--- src/rtl/mms_pkg.sv ---
// Shared types and constants for the memory map test and sizing engine.
package mms_pkg;
    typedef enum logic [3:0] {
        S_MWR,   // map test: write entry
        S_MRD,   // map test: read entry
        S_MCK,   // map test: judge read data
        S_TAG,   // write tag quadwords, pages descending
        S_CRD,   // check pass: read a tag quadword
        S_CEV,   // check pass: judge it
        S_ACC,   // record an accepted page in the map
        S_VAC,   // fill the rest of the map with the vacant code
        S_ZRD,   // clear phase: read map entry
        S_ZCAP,  // clear phase: capture page number
        S_ZWR,   // clear phase: write zero quadwords
        S_END    // finished
    } mms_state_e;

    localparam logic [6:0]  FAIL_MEM   = 7'd101;
    localparam logic [6:0]  FAIL_MAP   = 7'd102;
    localparam logic [15:0] VACANT     = 16'h6000;
    localparam int          LAST_TAGQ  = 4;
endpackage

--- src/rtl/mms_tagpat.sv ---
// Tag pattern generator.
// Produces the quadword written to physical memory for a given page and
// quadword index, or all zeros when the clear phase is active.
// Assumes four data words per quadword and DW >= 2.
module mms_tagpat #(
    parameter int DW      = 16,
    parameter int PAGE_AW = 4,
    parameter int QAW     = 3
) (
    input  logic [PAGE_AW-1:0] page,
    input  logic [QAW-1:0]     quad,
    input  logic               zero,
    output logic [4*DW-1:0]    wdata
);
    localparam logic [DW-1:0] HI_BIT  = DW'(1) << (DW-1);
    localparam logic [DW-1:0] MID_BIT = DW'(1) << (DW-2);
    localparam logic [DW-1:0] LO_BIT  = DW'(1);

    logic [DW-1:0] pg_word;
    assign pg_word = DW'(page);

    for (genvar k = 0; k < 4; k++) begin : g_word
        // select the value for word k of the current quadword
        always_comb begin
            wdata[k*DW +: DW] = '0;
            if (!zero) begin
                case (int'(quad))
                    0: wdata[k*DW +: DW] = pg_word;
                    1: wdata[k*DW +: DW] = ~pg_word;
                    2: wdata[k*DW +: DW] = (k == 0) ? HI_BIT  : '0;
                    3: wdata[k*DW +: DW] = (k == 1) ? LO_BIT  : '0;
                    4: wdata[k*DW +: DW] = (k == 2) ? MID_BIT : '0;
                    default: wdata[k*DW +: DW] = '0;
                endcase
            end
        end
    end
endmodule

--- src/rtl/mms_judge.sv ---
// Comparison logic.
// map_ok:   the complemented map read data matches the expected value
//           (an XNOR of the two is all zeros).
// page_bad: a tag read faulted, or a word of quadword 0 or 1 disagrees
//           with the page number or its complement.
// Purely combinational; the controller decides when each output is used.
module mms_judge #(
    parameter int DW      = 16,
    parameter int PAGE_AW = 4,
    parameter int QAW     = 3
) (
    input  logic [DW-1:0]      map_rdata,
    input  logic [DW-1:0]      map_expect,
    input  logic [4*DW-1:0]    mem_rdata,
    input  logic               mem_fault,
    input  logic [PAGE_AW-1:0] page,
    input  logic [QAW-1:0]     quad,
    output logic               map_ok,
    output logic               page_bad
);
    logic [3:0] miss_num, miss_cmp;
    logic [DW-1:0] pg_word;

    assign pg_word = DW'(page);
    assign map_ok  = ~|(map_rdata ~^ map_expect);

    for (genvar k = 0; k < 4; k++) begin : g_cmp
        assign miss_num[k] = (mem_rdata[k*DW +: DW] != pg_word);
        assign miss_cmp[k] = (mem_rdata[k*DW +: DW] != ~pg_word);
    end

    // reject on fault or on a tag mismatch in the two numbered quadwords
    always_comb begin
        page_bad = mem_fault;
        if (quad == QAW'(0) && |miss_num) page_bad = 1'b1;
        if (quad == QAW'(1) && |miss_cmp) page_bad = 1'b1;
    end
endmodule

--- src/rtl/mms_ctrl.sv ---
// Sequencing controller.
// Steps through map test, tagging, check pass, map fill, vacant fill and
// page clearing, and holds the count, done flag and failure code.
// Assumes 1-cycle read latency on both ports, 2**MAP_AW >= 2**PAGE_AW
// and at least five quadwords per page.
module mms_ctrl
    import mms_pkg::*;
#(
    parameter int DW       = 16,
    parameter int MAP_AW   = 5,
    parameter int PAGE_AW  = 4,
    parameter int QAW      = 3,
    parameter int MIN_GOOD = 8
) (
    input  logic               clk,
    input  logic               rst_n,
    input  logic               map_ok,
    input  logic               page_bad,
    input  logic [DW-1:0]      map_rdata,
    output logic [MAP_AW-1:0]  map_addr,
    output logic               map_we,
    output logic               map_re,
    output logic [DW-1:0]      map_wdata,
    output logic [DW-1:0]      map_expect,
    output logic [PAGE_AW-1:0] mem_page,
    output logic [QAW-1:0]     mem_quad,
    output logic               mem_we,
    output logic               mem_re,
    output logic               mem_zero,
    output logic [PAGE_AW:0]   good_pages,
    output logic               done,
    output logic [6:0]         fail_code
);
    localparam int IW = MAP_AW + 1;
    localparam int CW = PAGE_AW + 1;

    mms_state_e         state;
    logic [IW-1:0]      idx;
    logic               pass_inv;
    logic [PAGE_AW-1:0] page;
    logic [QAW-1:0]     quad;
    logic [IW-1:0]      mptr;
    logic [CW-1:0]      cnt;
    logic [PAGE_AW-1:0] zpage;
    logic               done_q;
    logic [6:0]         code_q;
    logic               zero_end;

    assign map_expect = DW'(idx[MAP_AW-1:0]) ^ {DW{pass_inv}};
    assign zero_end   = (idx == IW'(cnt));
    assign good_pages = cnt;
    assign done       = done_q;
    assign fail_code  = code_q;

    // drive port strobes, addresses and data from the current state
    always_comb begin
        map_addr  = idx[MAP_AW-1:0];
        map_we    = 1'b0;
        map_re    = 1'b0;
        map_wdata = map_expect;
        mem_page  = page;
        mem_quad  = quad;
        mem_we    = 1'b0;
        mem_re    = 1'b0;
        mem_zero  = 1'b0;
        case (state)
            S_MWR: map_we = 1'b1;
            S_MRD: map_re = 1'b1;
            S_TAG: mem_we = 1'b1;
            S_CRD: mem_re = 1'b1;
            S_ACC: begin
                map_we    = 1'b1;
                map_addr  = mptr[MAP_AW-1:0];
                map_wdata = DW'(page);
            end
            S_VAC: begin
                map_we    = ~mptr[MAP_AW];
                map_addr  = mptr[MAP_AW-1:0];
                map_wdata = DW'(VACANT);
            end
            S_ZRD: map_re = ~zero_end;
            S_ZWR: begin
                mem_we   = 1'b1;
                mem_page = zpage;
                mem_zero = 1'b1;
            end
            default: ;
        endcase
    end

    // advance the sequence and update counters
    always_ff @(posedge clk) begin
        if (!rst_n) begin
            state    <= S_MWR;
            idx      <= '0;
            pass_inv <= 1'b1;
            page     <= '0;
            quad     <= '0;
            mptr     <= '0;
            cnt      <= '0;
            zpage    <= '0;
            done_q   <= 1'b0;
            code_q   <= '0;
        end else begin
            case (state)
                S_MWR: state <= S_MRD;
                S_MRD: state <= S_MCK;
                S_MCK: begin
                    if (!map_ok) begin
                        code_q <= FAIL_MAP;
                        done_q <= 1'b1;
                        state  <= S_END;
                    end else if (&idx[MAP_AW-1:0]) begin
                        idx <= '0;
                        if (pass_inv) begin
                            pass_inv <= 1'b0;
                            state    <= S_MWR;
                        end else begin
                            page  <= '1;
                            quad  <= '0;
                            state <= S_TAG;
                        end
                    end else begin
                        idx   <= idx + 1'b1;
                        state <= S_MWR;
                    end
                end
                S_TAG: begin
                    if (quad == QAW'(LAST_TAGQ)) begin
                        quad <= '0;
                        if (page == '0) state <= S_CRD;
                        else            page  <= page - 1'b1;
                    end else begin
                        quad <= quad + 1'b1;
                    end
                end
                S_CRD: state <= S_CEV;
                S_CEV: begin
                    if (page_bad) begin
                        quad <= '0;
                        if (&page) state <= S_VAC;
                        else begin
                            page  <= page + 1'b1;
                            state <= S_CRD;
                        end
                    end else if (quad == QAW'(LAST_TAGQ)) begin
                        state <= S_ACC;
                    end else begin
                        quad  <= quad + 1'b1;
                        state <= S_CRD;
                    end
                end
                S_ACC: begin
                    mptr <= mptr + 1'b1;
                    cnt  <= cnt + 1'b1;
                    quad <= '0;
                    if (&page) state <= S_VAC;
                    else begin
                        page  <= page + 1'b1;
                        state <= S_CRD;
                    end
                end
                S_VAC: begin
                    if (mptr[MAP_AW]) begin
                        idx   <= '0;
                        state <= S_ZRD;
                    end else begin
                        mptr <= mptr + 1'b1;
                    end
                end
                S_ZRD: begin
                    if (zero_end) begin
                        done_q <= 1'b1;
                        code_q <= (32'(cnt) < MIN_GOOD) ? FAIL_MEM : 7'd0;
                        state  <= S_END;
                    end else begin
                        state <= S_ZCAP;
                    end
                end
                S_ZCAP: begin
                    zpage <= ~map_rdata[PAGE_AW-1:0];
                    quad  <= '0;
                    state <= S_ZWR;
                end
                S_ZWR: begin
                    if (&quad) begin
                        idx   <= idx + 1'b1;
                        state <= S_ZRD;
                    end else begin
                        quad <= quad + 1'b1;
                    end
                end
                S_END: ;
                default: state <= S_END;
            endcase
        end
    end
endmodule

--- src/rtl/mms_engine.sv ---
// Memory map test and sizing engine, top level.
// Connects the controller, the tag pattern generator and the comparison
// logic to the map RAM port and the physical memory port.
// Assumes registered, 1-cycle-latency RAMs on both ports.
module mms_engine #(
    parameter int DW       = 16,
    parameter int MAP_AW   = 5,
    parameter int PAGE_AW  = 4,
    parameter int QAW      = 3,
    parameter int MIN_GOOD = 8
) (
    input  logic               clk,
    input  logic               rst_n,
    output logic [MAP_AW-1:0]  map_addr,
    output logic               map_we,
    output logic               map_re,
    output logic [DW-1:0]      map_wdata,
    input  logic [DW-1:0]      map_rdata,
    output logic [PAGE_AW-1:0] mem_page,
    output logic [QAW-1:0]     mem_quad,
    output logic               mem_we,
    output logic               mem_re,
    output logic [4*DW-1:0]    mem_wdata,
    input  logic [4*DW-1:0]    mem_rdata,
    input  logic               mem_fault,
    output logic [PAGE_AW:0]   good_pages,
    output logic               done,
    output logic [6:0]         fail_code
);
    logic          map_ok, page_bad, mem_zero;
    logic [DW-1:0] map_expect;

    mms_ctrl #(
        .DW(DW), .MAP_AW(MAP_AW), .PAGE_AW(PAGE_AW),
        .QAW(QAW), .MIN_GOOD(MIN_GOOD)
    ) u_ctrl (
        .clk(clk), .rst_n(rst_n),
        .map_ok(map_ok), .page_bad(page_bad), .map_rdata(map_rdata),
        .map_addr(map_addr), .map_we(map_we), .map_re(map_re),
        .map_wdata(map_wdata), .map_expect(map_expect),
        .mem_page(mem_page), .mem_quad(mem_quad),
        .mem_we(mem_we), .mem_re(mem_re), .mem_zero(mem_zero),
        .good_pages(good_pages), .done(done), .fail_code(fail_code)
    );

    mms_tagpat #(.DW(DW), .PAGE_AW(PAGE_AW), .QAW(QAW)) u_pat (
        .page(mem_page), .quad(mem_quad), .zero(mem_zero), .wdata(mem_wdata)
    );

    mms_judge #(.DW(DW), .PAGE_AW(PAGE_AW), .QAW(QAW)) u_judge (
        .map_rdata(map_rdata), .map_expect(map_expect),
        .mem_rdata(mem_rdata), .mem_fault(mem_fault),
        .page(mem_page), .quad(mem_quad),
        .map_ok(map_ok), .page_bad(page_bad)
    );
endmodule

--- config.mk ---
export PLATFORM = sky130hd
export DESIGN_NAME = mms_engine
export DESIGN_NICKNAME = d
export VERILOG_FILES = /design/src/rtl/mms_pkg.sv /design/src/rtl/mms_tagpat.sv /design/src/rtl/mms_judge.sv /design/src/rtl/mms_ctrl.sv /design/src/rtl/mms_engine.sv
export SDC_FILE = /design/constraint.sdc
export NUM_CORES = 1
export LEC_CHECK = 0
export BUFFER_PORTS_ARGS = -buffer_cell sky130_fd_sc_hd__buf_4
export CAP_MARGIN = 20
export CORE_MARGIN = 3
export CORE_UTILIZATION = 42
export DETAILED_ROUTE_END_ITERATION = 6
export PLACE_DENSITY = 0.8
export SYNTH_ARGS = -nofsm -noshare
export SYNTH_HDL_FRONTEND = slang
export SYNTH_SLANG_ARGS = --single-unit
--- constraint.sdc ---
create_clock -name clk -period 3.6 [get_ports clk]
set_clock_uncertainty 0.2 [all_clocks]
set_input_delay 0.72 -clock clk [delete_from_list [all_inputs] [get_ports clk]]
set_output_delay 0.72 -clock clk [all_outputs]
set_load 0.1 [all_outputs]
* Word level (Yosys, flattened, before mapping)
Index checks and enable logic that the tools add are counted.
Widths: inputs -> output; s select.
** Storage, ports and cells
- Register bits :: 41
- Bits of input ports :: 83
- Output and inout port bits :: 109
- Word-level logic and storage cells :: 151
** Cells by class
- Add/sub/neg operators :: 6
- Order comparisons :: 1
- Equal/unequal tests :: 38
- Mux-type cells :: 60
- Bitwise logic cells :: 8
- Reductions and logical operators :: 27
** Operators with widths (count)
- $pmux 16 s3 :: 3
- $mux 16 :: 4
- $ne 16x16->1 :: 4
- $ne 16x4->1 :: 4
- $pmux 16 s2 :: 2
- $mux 4 :: 14
- $pmux 4 s12 :: 1
- $mux 6 :: 5
- $mux 3 :: 7
- $mux 7 :: 3
- $pmux 6 s3 :: 1
- $eq 4x3->1 const B :: 4
- $eq 4x4->1 const B :: 4
- $not 4->16 :: 1
- $pmux 4 s4 :: 1
- $reduce_or 16->1 :: 1
- $xnor 16x16->16 :: 1
- $xor 5x16->16 :: 1
- $pmux 3 s5 :: 1
- $ne 2x1->1 const B :: 7
- $pmux 7 s2 :: 1
- $reduce_and 7->1 :: 2
- $add 6x1->6 const B :: 2
- $ne 2x2->1 const B :: 6
- other kinds (33) :: 60

* Depth between registers and ports, before layout
- Word-level depth :: 9
- Gate-level depth with buffers :: 11
- Mapped depth without buffers :: 10

* By module
Synthesis repeated with hierarchy kept, for this count alone.
** Unflattened totals
- Cell total of the unflattened synthesis :: 472
- Area, all modules :: 3781.1 µm²
** Modules (own cells, without submodules)
- mms_ctrl :: times used 1, cells an instance 312, area an instance 2661.3 µm², sequential area each 740.7 µm²
- mms_judge :: times used 1, cells an instance 85, area an instance 575.6 µm², sequential area each 0.0 µm²
- mms_tagpat :: times used 1, cells an instance 75, area an instance 544.3 µm², sequential area each 0.0 µm²

* Least setup slack after synthesis
OpenSTA, ideal clock, no wires.
- Path kind :: reg2out
- Start :: reg u_ctrl.quad[0], in the netlist u_ctrl.mem_quad[0]
- End :: out mem_wdata[10]
- Arrival time :: 4.862 ns
- Data required time :: 2.680 ns
- Path slack :: -2.182 ns
- Stages on the path, launching flop included :: 6
- Buffers on the path :: 2
- Path through :: dfxtp_1 > ha_1 > clkbuf_1 > nand2_1 > nor2_1 > buf_4
** Between the ends
- Longest elaborated chain between the ends :: 3
- Elaborated cells on any way between the ends :: 5
- Those cells by class :: eq/ne: 2; mux: 2; reduce/logical: 1
** Ends and longest elaborated chain
- from (decl) :: line mms_ctrl.sv:41 : logic [QAW-1:0] quad;
- from (signal assigned) :: line mms_ctrl.sv:134 : quad <= quad + 1'b1;
- from (signal assigned) :: line mms_ctrl.sv:149 : quad <= quad + 1'b1;
- from (signal assigned) :: line mms_ctrl.sv:190 : quad <= quad + 1'b1;
- $eq 3x2->1, or another cell as far along :: line mms_tagpat.sv:27 : case (int'(quad))
- $pmux 16 s3 (*) :: line mms_tagpat.sv:27
- $mux 16 (*) :: line mms_tagpat.sv:26 : if (!zero) begin
- to (decl) :: line mms_engine.sv:23 : output logic [4*DW-1:0] mem_wdata,
Mark *: on every way between the ends. The rest lies on a longest branch, timed or not.

* Worst setup path in the final report
- Start :: reg u_ctrl.state[2]
- End :: out mem_wdata[16]
** Between the ends
- Longest elaborated chain between the ends :: 5
- Elaborated cells on any way between the ends :: 6
- Those cells by class :: eq/ne: 1; mux: 4; bitwise: 1
** Ends and longest elaborated chain
- from (decl) :: line mms_ctrl.sv:37 : mms_state_e state;
- from (signal assigned) :: line mms_ctrl.sv:94 : state <= S_MWR;
- from (signal assigned) :: line mms_ctrl.sv:106 : S_MWR: state <= S_MRD;
- from (signal assigned) :: line mms_ctrl.sv:107 : S_MRD: state <= S_MCK;
- $eq 4x4->1 (*) :: line mms_ctrl.sv:66 : case (state)
- $mux 4 :: line mms_ctrl.sv:66
- $not 4->16 :: line mms_tagpat.sv:29 : 1: wdata[k*DW +: DW] = ~pg_word;
- $pmux 16 s3 :: line mms_tagpat.sv:27
- $mux 16 (*) :: line mms_tagpat.sv:26
Marks and branches as above.

==> flow_summary.yaml <==
run_status:
  outcome: "complete, no violations"
synthesis:
  synth_area_leaders: "dfxtp_1 20%, buf_4 13%, nor2_1 5.5%"
  synth_area_leader_cell: "dfxtp_1"
  synthesis.area_um2: 3752
  synth_cell_types: 67
  synth_edf_count: 0
  ys_ff_latch: 37
  ys.flop_type: "dfxtp_1"
  avgSynthCellArea_um2: 7.674
  synthCells: 489
  ys_seq_area_share_pct: 19.74
  synth.top_cell.area_share_pct: 19.74
  yosys_warnings: 0
  synthArstFlopShare_pct: 0
worst_setup_path:
  critPathLaunchType: "register"
  worstPathArrival_ps: 2400
  crit_fanout: 12
  critPathKind: "reg2out"
  crit_path_end_kind: "output pin"
  crit_required_ps: 2680
finish:
  synthToLayoutAreaGrowth_pct: 31.41
  diodes: 0
  fillers: 780
  drive_above_1_share_pct: 38.65
  nets: 704
grt:
  grt_pass1_wl_mm: 18.06
  grt_max_degree: 47
  overflow: 0
  grt_pass1_vias: 3692
  track_usage_pct: 21.90
  antenna_found_initial: 0
routing:
  drt_pass1_iterations: 6
  wire_per_inst_um: 16.72
  via_per_inst: 5.509
  ant_nets: 0
  via_count: 3928
  routed_wl_mm: 11.92
  drtIter0Drc: 182
  drc: 0
cts:
  postCtsResizedCells: 0
  clock_insertion_delay_worst_skew_ps: 300
  root_buffer: "clkbuf_8"
  tritoncts: "done"
  path_clk_slew_ps: 70
  hold_buffers: 0
  cts_buffers: 5
  cts_buffer_depth: 2
  clock-sinks: 37
  htreeDepth: 2
  postCtsSetupRepairBufs: 0
floorplan:
  initial_core_util_pct: 44.33
  ios: 192
  dieHeight_um: 100.5
  die_width_um: 100.5
  fp-row-count: 33
  core_area_um2: 8464
  dieArea_um2: 10100
timing:
  slew_violations: 0
  hold_violations: 0
  fin_crit_ps: 3316
  rsz0062_at_grt: "no"
  tightestPinTransition_ps: 706.7
  relSlewSlack_pct: 52.27
  min_period_over_period_pct: 92.10
  finalSetupViolCount: 0
  fin_hold_ws_ps: 270.8
  clock.fmax_mhz: 301.6
pwr:
  p_leak_nw: 2.226
  ir_drop_mv: 0.8314
  p_per_area_nw_per_um2: 838.7
  power_mw: 4.136
placement:
  portBuffers: 189
  routabilityCongestion: 0.8346
  place_hpwl_mm: 9.323
min_path:
  hold_class: "reg2reg"
run:
  max_cap_violations: 0
cell type report:
type	count	area, µm²	area share (%)
Tap cell	105	131.4	2.664
Clock buffer	6	93.84	1.903
Timing Repair Buffer	197	1479	29.99
Sequential cell	37	745.7	15.12
Multi-Input combinational cell	345	2367	48.01
Inverter	21	78.83	1.599
Clock inverter	2	35.03	0.7105
synthesized netlist by cell type (5+ instances only):
cell type  number
inv_1          19
a211oi_1        8
nor2_1         55
clkbuf_1       12
buf_2           6
nand2_1        44
nor4_1         17
xor2_1         17
o21ai_0        15
or4_1           5
xnor2_1        12
nand3_1         8
a21oi_1        19
and3_1          5
ha_1           13
nand4_1        27
mux2_2          5
nor3_1         11
mux2i_1        11
buf_4          65
dfxtp_1        37
placed cells by master, fill, tap and decap left out, types with 3 or more instances in the layout:
| cell type | netlist | routed |
|---|---|---|
| inv_1 | 19 | 19 |
| and3_1 | 5 | 5 |
| mux2_2 | 5 | 5 |
| a21oi_1 | 19 | 18 |
| xor2_1 | 17 | 17 |
| a211oi_2 | 3 | 3 |
| nand4_1 | 27 | 27 |
| o22ai_1 | 4 | 4 |
| nand3_1 | 8 | 8 |
| or3_1 | 4 | 4 |
| nor2_1 | 55 | 54 |
| ha_1 | 13 | 13 |
| nand2b_1 | 3 | 3 |
| mux2i_1 | 11 | 11 |
| dfxtp_1 | 37 | 35 |
| nor3b_1 | 3 | 3 |
| nor4_1 | 17 | 17 |
| clkbuf_8 | 0 | 5 |
| buf_4 | 65 | 197 |
| o31ai_1 | 4 | 4 |
| a211oi_1 | 8 | 8 |
| a22o_1 | 4 | 4 |
| xnor2_1 | 12 | 12 |
| nand2_1 | 44 | 44 |
| nor3_1 | 11 | 10 |
| o21ai_0 | 15 | 15 |
| or4_1 | 5 | 5 |
sequential cells by signal (all words and copies together), names as in the netlist:
| signal | count |
|---|---|
| u_ctrl.done | 1 |
| u_ctrl.fail_code | 3 |
| u_ctrl.good_pages | 5 |
| u_ctrl.idx | 6 |
| u_ctrl.mem_quad | 3 |
| u_ctrl.mptr | 6 |
| u_ctrl.page | 4 |
| u_ctrl.pass_inv | 1 |
| u_ctrl.state | 4 |
| u_ctrl.zpage | 4 |
where the power goes:
part	internal (mW)	switching [mW]	total, mW
sequential	0.480	0.111	0.591
combinational	0.717	2.43	3.14
clock	0.247	0.153	0.400
total	1.44	2.69	4.14
stage by stage:
step | util (%) | instance area [µm²] | cells | TNS [ps] | setup slack, ps
after global placement | 56.73 | 4802 | 705 | 0 | 418.7
after CTS | 58.26 | 4931 | 713 | 0 | 283.0
final | 58.26 | 4931 | 713 | 0 | 284.4
after global routing | 58.26 | 4931 | 713 | 0 | 208.9
after detailed placement | 56.73 | 4802 | 705 | 0 | 344.6
after floorplan | - | 3805 | 490 | -3385 | -487.5
per-layer routing:
| metal | track usage (%) | share of wire [%] | vias to the layer above |
|---|---|---|---|
| li1 | - | - | 1916 |
| met1 | 24.89 | 38 | 1823 |
| met2 | 42.76 | 54 | 178 |
| met3 | 3.460 | 7.5 | 11 |
| met4 | 4.249 | 0.85 | 0 |
| met5 | 0 | 0 | - |
cell families after synthesis:
logic type               synth area share, %
AO/OA/AOI/OAI                          15.94
XOR/XNOR                               7.202
adder cells (fa/ha/maj)                4.868
buffers and inverters                  18.34
flip-flops                             19.74
multiplexers                           6.369
other                                0.09994
AND/OR/NAND/NOR                        27.44
final timing paths:
path,start,endpoint,slack (ps),cells past startpoint
worst max register to register,u_ctrl.pass_inv,u_ctrl.page[2],560,7
worst max-delay path,u_ctrl.state[2],mem_wdata[16],280,5
worst min-delay path,u_ctrl.fail_code[1],u_ctrl.fail_code[1],270,2
worst min register to register,u_ctrl.fail_code[1],u_ctrl.fail_code[1],270,2
worst max-delay path, stage by stage (launching register included):
cell      delay (ps)
dfxtp_1          310
and4bb_4         520
mux2i_4          480
o21ai_0          210
a221oi_4         250
buf_4            330
Note: power is estimated with default switching activity, not from simulation.
